## src/rtl/tft_tg_pkg.sv

```systemverilog
package tft_tg_pkg;
  // Half of a pixel period: launch half (panel clock high) or latch half.
  typedef enum logic {
    PH_LAUNCH = 1'b0,
    PH_LATCH  = 1'b1
  } phase_e;

  localparam int AXIS_H = 0;
  localparam int AXIS_V = 1;
  localparam int N_AXES = 2;
endpackage

```

## src/rtl/tft_tg_rst_sync.sv

```systemverilog
module tft_tg_rst_sync (
  input  logic clk,
  input  logic rst_n,
  output logic rst_sync_n
);
  logic stg_q;
  logic out_q;

  always_ff @(posedge clk or negedge rst_n) begin
    if (!rst_n) begin
      stg_q <= 1'b0;
      out_q <= 1'b0;
    end else begin
      stg_q <= 1'b1;
      out_q <= stg_q;
    end
  end

  assign rst_sync_n = out_q;
endmodule

```

## src/rtl/tft_tg_axis_cfg.sv

```systemverilog
// Per-axis geometry shadow: captured only when load is high (frame start).
module tft_tg_axis_cfg #(
  parameter int CNT_W = 12,
  parameter int TOT_W = CNT_W + 2
) (
  input  logic             clk,
  input  logic             rst_n,
  input  logic             load,
  input  logic [CNT_W-1:0] sync_in,
  input  logic [CNT_W-1:0] lead_in,
  input  logic [CNT_W-1:0] act_in,
  input  logic [CNT_W-1:0] trail_in,
  output logic [CNT_W-1:0] sync_sel,
  output logic [CNT_W-1:0] lead_sel,
  output logic [CNT_W-1:0] act_sel,
  output logic [TOT_W-1:0] total_q
);
  logic [CNT_W-1:0] sync_eff;
  logic [CNT_W-1:0] sync_q, lead_q, act_q;
  logic [CNT_W-1:0] sync_d, lead_d, act_d;
  logic [TOT_W-1:0] total_d;

  // A zero sync length would lose the pulse; force a minimum of one.
  assign sync_eff = (sync_in == '0) ? CNT_W'(1) : sync_in;

  always_comb begin
    sync_d  = sync_q;
    lead_d  = lead_q;
    act_d   = act_q;
    total_d = total_q;
    if (load) begin
      sync_d  = sync_eff;
      lead_d  = lead_in;
      act_d   = act_in;
      total_d = TOT_W'(sync_eff) + TOT_W'(lead_in) + TOT_W'(act_in) + TOT_W'(trail_in);
    end
  end

  always_ff @(posedge clk or negedge rst_n) begin
    if (!rst_n) begin
      sync_q  <= '0;
      lead_q  <= '0;
      act_q   <= '0;
      total_q <= '0;
    end else begin
      sync_q  <= sync_d;
      lead_q  <= lead_d;
      act_q   <= act_d;
      total_q <= total_d;
    end
  end

  // Values that apply to the position being entered this cycle.
  assign sync_sel = load ? sync_eff : sync_q;
  assign lead_sel = load ? lead_in  : lead_q;
  assign act_sel  = load ? act_in   : act_q;
endmodule

```

## src/rtl/tft_tg_axis_cnt.sv

```systemverilog
module tft_tg_axis_cnt #(
  parameter int TOT_W = 14
) (
  input  logic             clk,
  input  logic             rst_n,
  input  logic             clr,
  input  logic             adv,
  input  logic [TOT_W-1:0] total,
  output logic [TOT_W-1:0] cnt_nxt,
  output logic             last_o
);
  logic [TOT_W-1:0] cnt_q;

  assign last_o = (cnt_q == total - 1'b1);

  always_comb begin
    cnt_nxt = cnt_q;
    if (clr) begin
      cnt_nxt = '0;
    end else if (adv) begin
      cnt_nxt = last_o ? '0 : cnt_q + 1'b1;
    end
  end

  always_ff @(posedge clk or negedge rst_n) begin
    if (!rst_n) begin
      cnt_q <= '0;
    end else begin
      cnt_q <= cnt_nxt;
    end
  end
endmodule

```

## src/rtl/tft_tg_window.sv

```systemverilog
// Decodes a position into "in sync" and "in active window" flags.
module tft_tg_window #(
  parameter int CNT_W = 12,
  parameter int TOT_W = CNT_W + 2
) (
  input  logic [TOT_W-1:0] pos,
  input  logic [CNT_W-1:0] sync_len,
  input  logic [CNT_W-1:0] lead_len,
  input  logic [CNT_W-1:0] act_len,
  output logic             sync_o,
  output logic             active_o
);
  logic [TOT_W-1:0] act_start;
  logic [TOT_W-1:0] act_stop;

  assign act_start = TOT_W'(sync_len) + TOT_W'(lead_len);
  assign act_stop  = act_start + TOT_W'(act_len);
  assign sync_o    = (pos < TOT_W'(sync_len));
  assign active_o  = (pos >= act_start) && (pos < act_stop);
endmodule

```

## src/rtl/tft_timing_gen.sv

```systemverilog
module tft_timing_gen
  import tft_tg_pkg::*;
#(
  parameter int CNT_W  = 12,
  parameter int DATA_W = 24
) (
  input  logic              clk,
  input  logic              rst_n,
  input  logic              en,
  input  logic [CNT_W-1:0]  h_sync_len,
  input  logic [CNT_W-1:0]  h_lead_len,
  input  logic [CNT_W-1:0]  h_act_len,
  input  logic [CNT_W-1:0]  h_trail_len,
  input  logic [CNT_W-1:0]  v_sync_len,
  input  logic [CNT_W-1:0]  v_lead_len,
  input  logic [CNT_W-1:0]  v_act_len,
  input  logic [CNT_W-1:0]  v_trail_len,
  input  logic              hs_inv,
  input  logic              vs_inv,
  input  logic              de_inv,
  input  logic              clk_inv,
  input  logic              src_valid,
  input  logic [DATA_W-1:0] src_data,
  output logic              src_ready,
  output logic              pclk_o,
  output logic              hsync_o,
  output logic              vsync_o,
  output logic              drdy_o,
  output logic [DATA_W-1:0] data_o
);
  localparam int TOT_W = CNT_W + 2;

  logic rst_sync_n;

  tft_tg_rst_sync u_rst_sync (
    .clk       (clk),
    .rst_n     (rst_n),
    .rst_sync_n(rst_sync_n)
  );

  // Axis arrays, index AXIS_H / AXIS_V.
  logic [CNT_W-1:0] sync_in  [N_AXES];
  logic [CNT_W-1:0] lead_in  [N_AXES];
  logic [CNT_W-1:0] act_in   [N_AXES];
  logic [CNT_W-1:0] trail_in [N_AXES];
  logic [CNT_W-1:0] sync_sel [N_AXES];
  logic [CNT_W-1:0] lead_sel [N_AXES];
  logic [CNT_W-1:0] act_sel  [N_AXES];
  logic [TOT_W-1:0] total_q  [N_AXES];
  logic [TOT_W-1:0] cnt_nxt  [N_AXES];
  logic             last     [N_AXES];
  logic             adv      [N_AXES];
  logic             sync_n   [N_AXES];
  logic             act_n    [N_AXES];

  assign sync_in[AXIS_H]  = h_sync_len;
  assign lead_in[AXIS_H]  = h_lead_len;
  assign act_in[AXIS_H]   = h_act_len;
  assign trail_in[AXIS_H] = h_trail_len;
  assign sync_in[AXIS_V]  = v_sync_len;
  assign lead_in[AXIS_V]  = v_lead_len;
  assign act_in[AXIS_V]   = v_act_len;
  assign trail_in[AXIS_V] = v_trail_len;

  // Sequencing state
  phase_e            ph_q, ph_d;
  logic              run_q, run_d;
  logic              pclk_q, pclk_d;
  logic              hs_q, hs_d;
  logic              vs_q, vs_d;
  logic              de_q, de_d;
  logic [DATA_W-1:0] data_q, data_d;

  logic start;       // first edge with en high: enter pixel 0, line 0
  logic tick;        // end of a pixel period: advance position
  logic clr;
  logic frame_wrap;
  logic load;
  logic upd;
  logic pix_act;

  assign start      = en & ~run_q;
  assign tick       = en & run_q & (ph_q == PH_LATCH);
  assign clr        = ~(en & run_q);
  assign frame_wrap = tick & last[AXIS_H] & last[AXIS_V];
  assign load       = start | frame_wrap;
  assign upd        = start | tick;

  assign adv[AXIS_H] = tick;
  assign adv[AXIS_V] = tick & last[AXIS_H];

  for (genvar g = 0; g < N_AXES; g++) begin : g_axis
    tft_tg_axis_cfg #(
      .CNT_W(CNT_W),
      .TOT_W(TOT_W)
    ) u_cfg (
      .clk     (clk),
      .rst_n   (rst_sync_n),
      .load    (load),
      .sync_in (sync_in[g]),
      .lead_in (lead_in[g]),
      .act_in  (act_in[g]),
      .trail_in(trail_in[g]),
      .sync_sel(sync_sel[g]),
      .lead_sel(lead_sel[g]),
      .act_sel (act_sel[g]),
      .total_q (total_q[g])
    );

    tft_tg_axis_cnt #(
      .TOT_W(TOT_W)
    ) u_cnt (
      .clk    (clk),
      .rst_n  (rst_sync_n),
      .clr    (clr),
      .adv    (adv[g]),
      .total  (total_q[g]),
      .cnt_nxt(cnt_nxt[g]),
      .last_o (last[g])
    );

    tft_tg_window #(
      .CNT_W(CNT_W),
      .TOT_W(TOT_W)
    ) u_win (
      .pos     (cnt_nxt[g]),
      .sync_len(sync_sel[g]),
      .lead_len(lead_sel[g]),
      .act_len (act_sel[g]),
      .sync_o  (sync_n[g]),
      .active_o(act_n[g])
    );
  end

  assign pix_act   = act_n[AXIS_H] & act_n[AXIS_V];
  assign src_ready = tick & pix_act;

  // Next-state logic
  always_comb begin
    run_d  = en;
    ph_d   = ph_q;
    pclk_d = pclk_q;
    hs_d   = hs_q;
    vs_d   = vs_q;
    de_d   = de_q;
    data_d = data_q;
    if (!en) begin
      ph_d   = PH_LAUNCH;
      pclk_d = 1'b0;
      hs_d   = 1'b0;
      vs_d   = 1'b0;
      de_d   = 1'b0;
      data_d = '0;
    end else begin
      if (start || ph_q == PH_LATCH) begin
        ph_d = PH_LAUNCH;
      end else begin
        ph_d = PH_LATCH;
      end
      pclk_d = (ph_d == PH_LAUNCH);
      if (upd) begin
        hs_d   = sync_n[AXIS_H];
        vs_d   = sync_n[AXIS_V];
        de_d   = pix_act;
        data_d = (pix_act && src_valid) ? src_data : '0;
      end
    end
  end

  // State registers
  always_ff @(posedge clk or negedge rst_sync_n) begin
    if (!rst_sync_n) begin
      run_q  <= 1'b0;
      ph_q   <= PH_LAUNCH;
      pclk_q <= 1'b0;
      hs_q   <= 1'b0;
      vs_q   <= 1'b0;
      de_q   <= 1'b0;
      data_q <= '0;
    end else begin
      run_q  <= run_d;
      ph_q   <= ph_d;
      pclk_q <= pclk_d;
      hs_q   <= hs_d;
      vs_q   <= vs_d;
      de_q   <= de_d;
      data_q <= data_d;
    end
  end

  // Polarity is applied on the way out.
  assign pclk_o  = pclk_q ^ clk_inv;
  assign hsync_o = hs_q ^ hs_inv;
  assign vsync_o = vs_q ^ vs_inv;
  assign drdy_o  = de_q ^ de_inv;
  assign data_o  = data_q;
endmodule

```

## config.mk

```make
export PLATFORM = sky130hd
export DESIGN_NAME = tft_timing_gen
export DESIGN_NICKNAME = d
export VERILOG_FILES = /design/src/rtl/tft_tg_pkg.sv /design/src/rtl/tft_tg_rst_sync.sv /design/src/rtl/tft_tg_axis_cfg.sv /design/src/rtl/tft_tg_axis_cnt.sv /design/src/rtl/tft_tg_window.sv /design/src/rtl/tft_timing_gen.sv
export SDC_FILE = /design/constraint.sdc
export NUM_CORES = 1
export LEC_CHECK = 0
export BUFFER_PORTS_ARGS = -buffer_cell sky130_fd_sc_hd__buf_2
export CAP_MARGIN = 20
export CORE_ASPECT_RATIO = 0.75
export CORE_MARGIN = 5
export CORE_UTILIZATION = 55
export DETAILED_ROUTE_END_ITERATION = 6
export GPL_TIMING_DRIVEN = 0
export HOLD_SLACK_MARGIN = 0.02
export PLACE_DENSITY = 0.81
export SLEW_MARGIN = 20
export SYNTH_ARGS = -nofsm -noshare
export SYNTH_HDL_FRONTEND = slang
export SYNTH_HIERARCHICAL = 1
export SYNTH_SLANG_ARGS = --single-unit
```

## constraint.sdc

```tcl
create_clock -name clk -period 12 [get_ports clk]
set_input_delay 2.4 -clock clk [delete_from_list [all_inputs] [get_ports clk]]
set_output_delay 2.4 -clock clk [all_outputs]
set_load 0.005 [all_outputs]
```

== Word level (Yosys, flattened, before mapping) ==
Index checks and enable logic that the tools add are counted.

* Eq/ne operators: 3
* Reductions and logical operators: 6
* Add/sub/neg operators: 14
* Mux-type cells: 27
* Bitwise gates (word level): 15
* Order comparisons: 6

{| class="wikitable"
|+ Operators by type and width
! operator !! number
|-
| $mux 12 || 8
|-
| $add 14x12->14 || 6
|-
| $mux 14 || 6
|-
| $mux 24 || 3
|-
| $add 12x12->13 || 4
|-
| $add 14x1->14 const B || 2
|-
| $eq 14x14->1 || 2
|-
| $ge 14x14->1 || 2
|-
| $lt 14x12->1 || 2
|-
| $lt 14x14->1 || 2
|-
| $sub 14x1->14 const B || 2
|-
| $logic_not 12->1 || 2
|-
| $mux 1 || 10
|-
| $and 1x1->1 || 7
|-
| $xor 1x1->1 || 4
|-
| $logic_and 1x1->1 || 3
|-
| $ne 2x1->1 const B || 1
|-
| $not 1->1 || 2
|-
| $or 1x1->1 || 2
|-
| $logic_or 1x1->1 || 1
|}

* Logic and storage cells: 90
* Flip-flop bits (word level): 160

== Longest topological paths before layout ==
Gate-level depths: netlist (run 1).

* Depth after elaboration: 15
* Mapped depth: 38
* Gate-level depth less buffers: 34

== Cells and area by module ==
The synthesis (run 1) kept the hierarchy.

{| class="wikitable"
|+ Modules (own cells, without submodules)
! module !! cells each !! instances !! area an instance (um^2) !! sequential area each (um^2)
|-
| tft_tg_axis_cfg (g_axis[0].u_cfg) || 281 || 1 || 3253.1 || 1251.2
|-
| tft_tg_axis_cfg (g_axis[1].u_cfg) || 280 || 1 || 3226.8 || 1251.2
|-
| tft_tg_axis_cnt || 145 || 2 || 1265.0 || 350.3
|-
| tft_tg_window (g_axis[0].u_win) || 273 || 1 || 2069.5 || 0.0
|-
| tft_tg_window (g_axis[1].u_win) || 240 || 1 || 1870.5 || 0.0
|-
| tft_timing_gen || 78 || 1 || 1164.9 || 750.7
|-
| tft_tg_rst_sync || 3 || 1 || 53.8 || 50.0
|}

== Least setup slack after synthesis (run 1) ==
No wires, ideal clock.

* Kind: input to output
* From: input port en
* To: output port src_ready
* Arrival: 7.362 ns
* Slack: 2.238 ns
* Buffers on the path: 2
* Stages on the path: 24
* Cell sequence: inv_1 -> a21oi_1 -> buf_1 -> mux2_2 -> ha_1 -> inv_1 -> fa_1 -> nor2b_1 -> o31a_1 -> o41a_1 -> a31oi_1 -> xnor2_1 -> ha_1 -> clkbuf_1 -> and3_1 -> o2111ai_1 -> o211ai_1 -> xnor2_1 -> ha_1 -> a21o_1 -> a21oi_1 -> nor4b_1 -> nand2_1 -> nor3_1

{| class="wikitable"
|+ RTL lines
! item !! RTL line !! RTL
|-
| start: declaration || tft_timing_gen.sv:9 || <nowiki>input logic en,</nowiki>
|-
| end: declaration || tft_timing_gen.sv:24 || <nowiki>output logic src_ready,</nowiki>
|}

==> metrics.txt, run 1 <==
outcome=complete, no violations; vias per cell=6.06; RSZ-0062 raised after global routing=false; Root Driver=clkbuf_16; crit end category=primary output; drt wl/cell=19.4 µm; dominant synthesized flop cell=dfrtp_1; wire length of the first global-routing pass=60.6 mm; largest net degree at the start of global routing=57; placed instance area=15400 µm²; gp weighted congestion=0.973; Reg clk slew, reported paths=~0.070 ns; Hold Path Class=flip-flop to flip-flop; initial antenna violation count=1; Die Y=~150 µm; Worst Skew=0.0122 ns; Syn Inst Count=approximately 1400; vias after detailed routing=between 10000 and 15000; count leader, synth=ha_1; dpl hpwl=between 30 and 40 mm; Post-synth EDFFs=0; GRT Util Overall=between 20% and 30%; Port Buf Inserts=156; num ports=157; Max-cap violations=0; reg2reg path depth=31; cell area power density=between 150 and 200 nW/µm²; Yosys top cell by area=dfrtp_1; core footprint=25100 µm²; Worst EP required=9.60 ns; DRT iter0 DRCs=1187; Final setup viols=0; relative slew slack=roughly 38%; Seq/Total Area, Yosys=28.3%; Crit path largest cell delay=around 0.6 ns; Residual DRC=0; synthesized area=about 14000 µm²; Fillers=2014; Critical-path top delay cell=or4_4; CP startpoint kind=flip-flop; row count=50; design area=16100 µm²; gr busiest metal=met2; met3 global-route usage=6.03%; Final Cycle Share=95.7%; Syn. warnings=6; worst slew pin tran=0.934 ns; met2 Use GR=38.7%; Syn-to-layout area delta=13.6%; WP data arrival=9.08 ns; Mean Syn Cell Area=9.81 µm²; Placement Setup Slack=0.445 ns; TritonCTS buffer count=17; Most Frequent Cell on Critical Path=ha_1; Cells after DPL=1941; critical setup path kind=flip-flop to primary output; most frequent cells after synthesis=ha_1, dfrtp_1, inv_1; R2R setup slack=2.46 ns; clk buf depth=2; Worst Hold Depth=0; synthesized flop and latch total=160; nets=1958; highest ir drop seen on vdd=110 µV; Final ANT Viol Nets=0; initial core utilization=56.3%; # diodes=0; Synth async-reset ratio=100%; met1 usage=37.8%; vias in the first global route=11600; # H-tree levels=4; LEAKAGE=around 7.6 nW; Fin. Hold Viols=0; layout cells sized above 1=20.6%; Total Routed Length=~38 mm; Max Fclk=~87 MHz; setup TNS=0 ns; fin crit period=about 11 ns; worst setup margin=0.517 ns; Layout Cells excl Fill=1973; grt ovf=0; first-pass iteration count of the detailed router=5; worst-path maximum fanout=10; clock tree sinks=160; syn nets=1781; post-synth cell types=86; Clk Latency, worst-skew pair=0.43 ns; Final Max Tran Viols=0; die area=roughly 29000 µm²; area share of the largest cell type after synthesis=28.3%; Area contributors post-synth=dfrtp_1, ha_1, xnor2_1, fa_1, mux2_2; TritonCTS clock tree=built; total power=around 2.9 mW; Chip Width=195 µm; Post-CTS Setup Bufs=0
## path summary, 6_finish.rpt
check	endpoint	start
max	src_ready	g_axis[0].u_cfg/total_q[3]
min	u_rst_sync/rst_sync_n	u_rst_sync/stg_q
max reg2reg	data_o[4]	g_axis[0].u_cfg/total_q[3]
min reg2reg	u_rst_sync/rst_sync_n	u_rst_sync/stg_q
max in group asynchronous	u_rst_sync/rst_sync_n	rst_n
min in group asynchronous	g_axis[0].u_cfg/sync_q[10]	u_rst_sync/rst_sync_n
## cell families (layout without fill, tap and decap cells)
logic type,after synthesis,after routing,share of synthesized area [%]
XOR/XNOR,129,129,7.97
buffers and inverters,154,344,4.57
flip-flops,160,160,28.3
multiplexers,94,94,7.42
AND/OR/NAND/NOR,328,328,12.6
adder cells (fa/ha/maj),208,208,20.1
AO/OA/AOI/OAI,371,371,19.1
other,1,1,0.0265
## final cells by class
cell class                 instances  area, µm²  area share [%]
sequential                       160       4010            24.9
clock inverter                    13        200            1.24
timing repair buffer             158        836            5.19
tap                              338        423            2.63
clock buffer                      19        443            2.75
inverter                         109        409            2.54
multi-input combinational       1131       9530            59.2
buffer                            45        246            1.53
## worst max-delay path, delay by kind of cell, from the launching register on
kind	cells	cell delay [ns]
XOR/XNOR	1	0.35
AND/OR/NAND/NOR	10	2.78
multiplexers	1	0.39
adder cells (fa/ha/maj)	4	1.09
AO/OA/AOI/OAI	11	2.93
buffers and inverters	3	0.60
flip-flops	1	0.48
## registers in the layout (all words and copies together) (netlist names), 24 cells and up
| signal | flops |
|---|---|
| data_o | 24 |
| g_axis.u_cfg/act_q | 24 |
| g_axis.u_cfg/lead_q | 24 |
| g_axis.u_cfg/sync_q | 24 |
| g_axis.u_cfg/total_q | 28 |
| g_axis.u_cnt/cnt_q | 28 |
## where the power goes
| group | total [mW] | switching (mW) | internal [mW] |
|---|---|---|---|
| combinational | 1.61 | 0.910 | 0.698 |
| clock | 0.594 | 0.235 | 0.359 |
| sequential | 0.708 | 0.0874 | 0.620 |
| total | 2.91 | 1.23 | 1.68 |
## layout by cell type (no fill, tap or decap), drive strengths merged, types with 8 or more instances in the layout
master	Yosys	layout
ha	176	176
buf	14	170
dfrtp	160	160
inv	109	114
mux2	88	88
a21oi	85	85
nor2	77	77
xnor2	74	74
o21ai	65	65
xor2	55	55
clkbuf	31	52
nand2	49	49
a21o	41	41
nand3	36	36
nor3	32	32
fa	32	32
a22o	26	26
nor2b	25	25
a31oi	23	23
nand2b	21	21
nand4	17	17
a211oi	16	16
nor4	14	14
or3	13	13
o31ai	12	12
o2111ai	10	10
o21bai	9	9
o211ai	9	9
and3	8	8
o21a	8	8
## stage by stage
step	utilization (%)	hold slack (ns)
after floorplan	-	0.331
after global placement	61.1	0.334
after detailed placement	61.4	0.338
after CTS	63.9	0.354
after global routing	64.0	0.381
final	64.0	0.351
## metal layers
metal	part of all wire [%]	vias to the layer above	wire, µm
met4	1.8	2	694
met1	47	5809	18100
met3	7.7	59	2940
li1	-	5642	-
met2	43	436	16500
met5	0.034	-	13
## what timing repair did
action,CTS,global route
gates resized for setup,2,6
endpoints found under the setup margin,1,1
hold buffers,0,0
(Power assumes the default switching activity.)
==> run 2: changes to the inputs <==
==> constraint.sdc (replaced) <==
create_clock -name clk -period 13 [get_ports clk]
set_input_delay 2.6 -clock clk [delete_from_list [all_inputs] [get_ports clk]]
set_output_delay 2.6 -clock clk [all_outputs]
set_load 0.005 [all_outputs]
==> run 2 against run 1 <==
Compared with the run above: routed wire length decreased by 0.22%; combinational power decreased by 8%; cell area about the same; utilization decreased by 0.060 points; die area unchanged; critical path type unchanged; global-route usage unchanged; first-iteration DRC count increased by 1.7%; cell count about the same; total power decreased by 7.7%; clock-buffer cell count unchanged; sequential share of layout area about the same.
==> metrics.txt, run 2 (synthesis gave the netlist of run 1 again) <==
outcome=complete, no violations; highest ir drop seen on vdd=101 µV (-7.7%); Final Cycle Share=between 90 and 100%; Worst EP required=10.40 ns (+0.80 ns); first-pass iteration count of the detailed router=5 (unchanged); initial core utilization=56.3% (unchanged); clock tree sinks=160 (unchanged); Residual DRC=0 (unchanged); die area=29100 µm² (unchanged); placed instance area=15400 µm² (unchanged); DRT iter0 DRCs=1207 (+1.7%); wire length of the first global-routing pass=60.6 mm (unchanged); # H-tree levels=4 (unchanged); clk buf depth=2 (unchanged); Critical-path top delay cell=or4_4; top flop regs=g_axis.u_cfg/total_q x28, g_axis.u_cnt/cnt_q x28; Reg clk slew, reported paths=0.07 ns (about the same); Cells after DPL=1941 (unchanged); Max Fclk=80.1 MHz; Total Routed Length=38.2 mm (-0.22%); Port Buf Inserts=156 (unchanged); Max-cap violations=0 (unchanged); RR Endpoint=data_o[4]; Final ANT Viol Nets=0 (unchanged); area of the multi-input gates=9520 µm² (-0.11%); Post-CTS Setup Bufs=0 (unchanged); crit path to=src_ready; commonest non-fill, non-tap cell in the layout=ha_1; dpl hpwl=30.8 mm (unchanged); initial antenna violation count=1 (unchanged); Placement Setup Slack=1.08 ns (+0.633 ns); row count=50 (unchanged); worst slew pin tran=0.922 ns (-0.0127 ns); LEAKAGE=7.59 nW (-0.20%); Worst Setup SP=g_axis[0].u_cfg/total_q[3]; reg2reg path depth=31 (unchanged); WP data arrival=9.88 ns (+0.80 ns); Worst Skew=0.0121 ns (-0.000102 ns); Clk Latency, worst-skew pair=0.43 ns (about the same); R2R setup slack=2.70 ns (+0.24 ns); vias in the first global route=11600 (unchanged); crit end category=primary output; grt ovf=0 (unchanged); Hold Path Class=flip-flop to flip-flop; Syn-to-layout area delta=13.5% (about the same); worst-path maximum fanout=10 (unchanged); Fin. Hold Viols=0 (unchanged); worst hold margin=0.351 ns (-0.0000710 ns); Chip Width=195 µm (unchanged); core footprint=25100 µm² (unchanged); Final setup viols=0 (unchanged); # resized after CTS=0 (-2); Root Driver=clkbuf_16; Critical R2R Launch=g_axis[0].u_cfg/total_q[3]; critical setup path kind=flip-flop to primary output; design area=16100 µm² (about the same); Crit path largest cell delay=0.60 ns (about the same); Fillers=2013 (-0.050%); Post-CTS Hold Buffers=0 (unchanged); GRT Util Overall=25.8% (unchanged); layout cells sized above 1=20.2% (-0.37 points); relative slew slack=38.5% (+0.84 points); fin crit period=12.48 ns; gp weighted congestion=0.973 (unchanged); CP startpoint kind=flip-flop; drt wl/cell=19.3 µm (-0.28%); vias per cell=6.08 (+0.46%); TritonCTS clock tree=built; FF+latch area=4010 µm² (unchanged); cell area power density=167 nW/µm² (-7.6%); nets=1958 (unchanged); vias after detailed routing=12000 (+0.51%); Layout Cells excl Fill=1974 (+0.051%); RSZ-0062 raised after global routing=false; num ports=157 (unchanged); TritonCTS buffer count=17 (unchanged); worst setup margin=0.518 ns (+0.00139 ns); most frequent cells in the layout=ha_1, dfrtp_1, buf_2, inv_1, a21oi_1; largest net degree at the start of global routing=57 (unchanged); Die Y=149 µm (unchanged); Final Max Tran Viols=0 (unchanged); setup TNS=0 ns (unchanged); Most Frequent Cell on Critical Path=ha_1
-- run 2: cell types whose count changed in the layout (fill, tap and decap cells not counted), sizes merged --
cell	previous run	this run
buf	170	172
clkbuf	52	50
diode	0	1
-- run 2: where the power goes --
group	internal, mW	switching [mW]	total (mW)
clock	0.332	0.218	0.550
sequential	0.573	0.0811	0.654
combinational	0.644	0.839	1.48
total	1.55	1.14	2.69
-- run 2: stage by stage --
stage	power (mW)	utilization (%)
floorplan	1.76	-
global placement	2.03	61.1
detailed placement	2.10	61.4
CTS	2.66	63.9
global route	2.88	63.9
finish	2.69	63.9
-- run 2: how the worst min path moves through the flow --
stage	startpoint	slack, ns	end	cells after the start
detailed placement	u_rst_sync/stg_q	0.34	u_rst_sync/rst_sync_n	0
CTS	u_rst_sync/stg_q	0.35	u_rst_sync/rst_sync_n	0
global placement	u_rst_sync/stg_q	0.33	u_rst_sync/rst_sync_n	0
finish	u_rst_sync/stg_q	0.35	u_rst_sync/rst_sync_n	0
global route	u_rst_sync/stg_q	0.38	u_rst_sync/rst_sync_n	0
floorplan	u_rst_sync/stg_q	0.33	u_rst_sync/rst_sync_n	0
-- run 2: critical path, delay by kind of cell (launching register included) --
family	cells	cell delay [ns]
mux	1	0.44
fa+ha+maj	4	1.10
xor+xnor	1	0.35
simple gates	10	3.05
flops	1	0.49
buf+inv	3	0.85
compound gates	11	3.13
-- run 2: routing by layer --
| metal | global-route usage, % | part of all wire, % |
|---|---|---|
| met1 | 37.8 | 47 |
| met2 | 38.7 | 44 |
| met3 | 6.03 | 7.8 |
| met4 | 6.42 | 1.6 |
| met5 | 0 | 0.034 |
-- run 2: cell type report --
cell class	count	share of cell area [%]
diodes	1	0.0156
plain buffers	45	1.49
repair buffers	158	5.20
well taps	338	2.63
clock buffers	19	2.76
flip-flops and latches	160	24.9
inverters	109	2.54
clock inverters	13	1.25
multi-input cells	1131	59.2
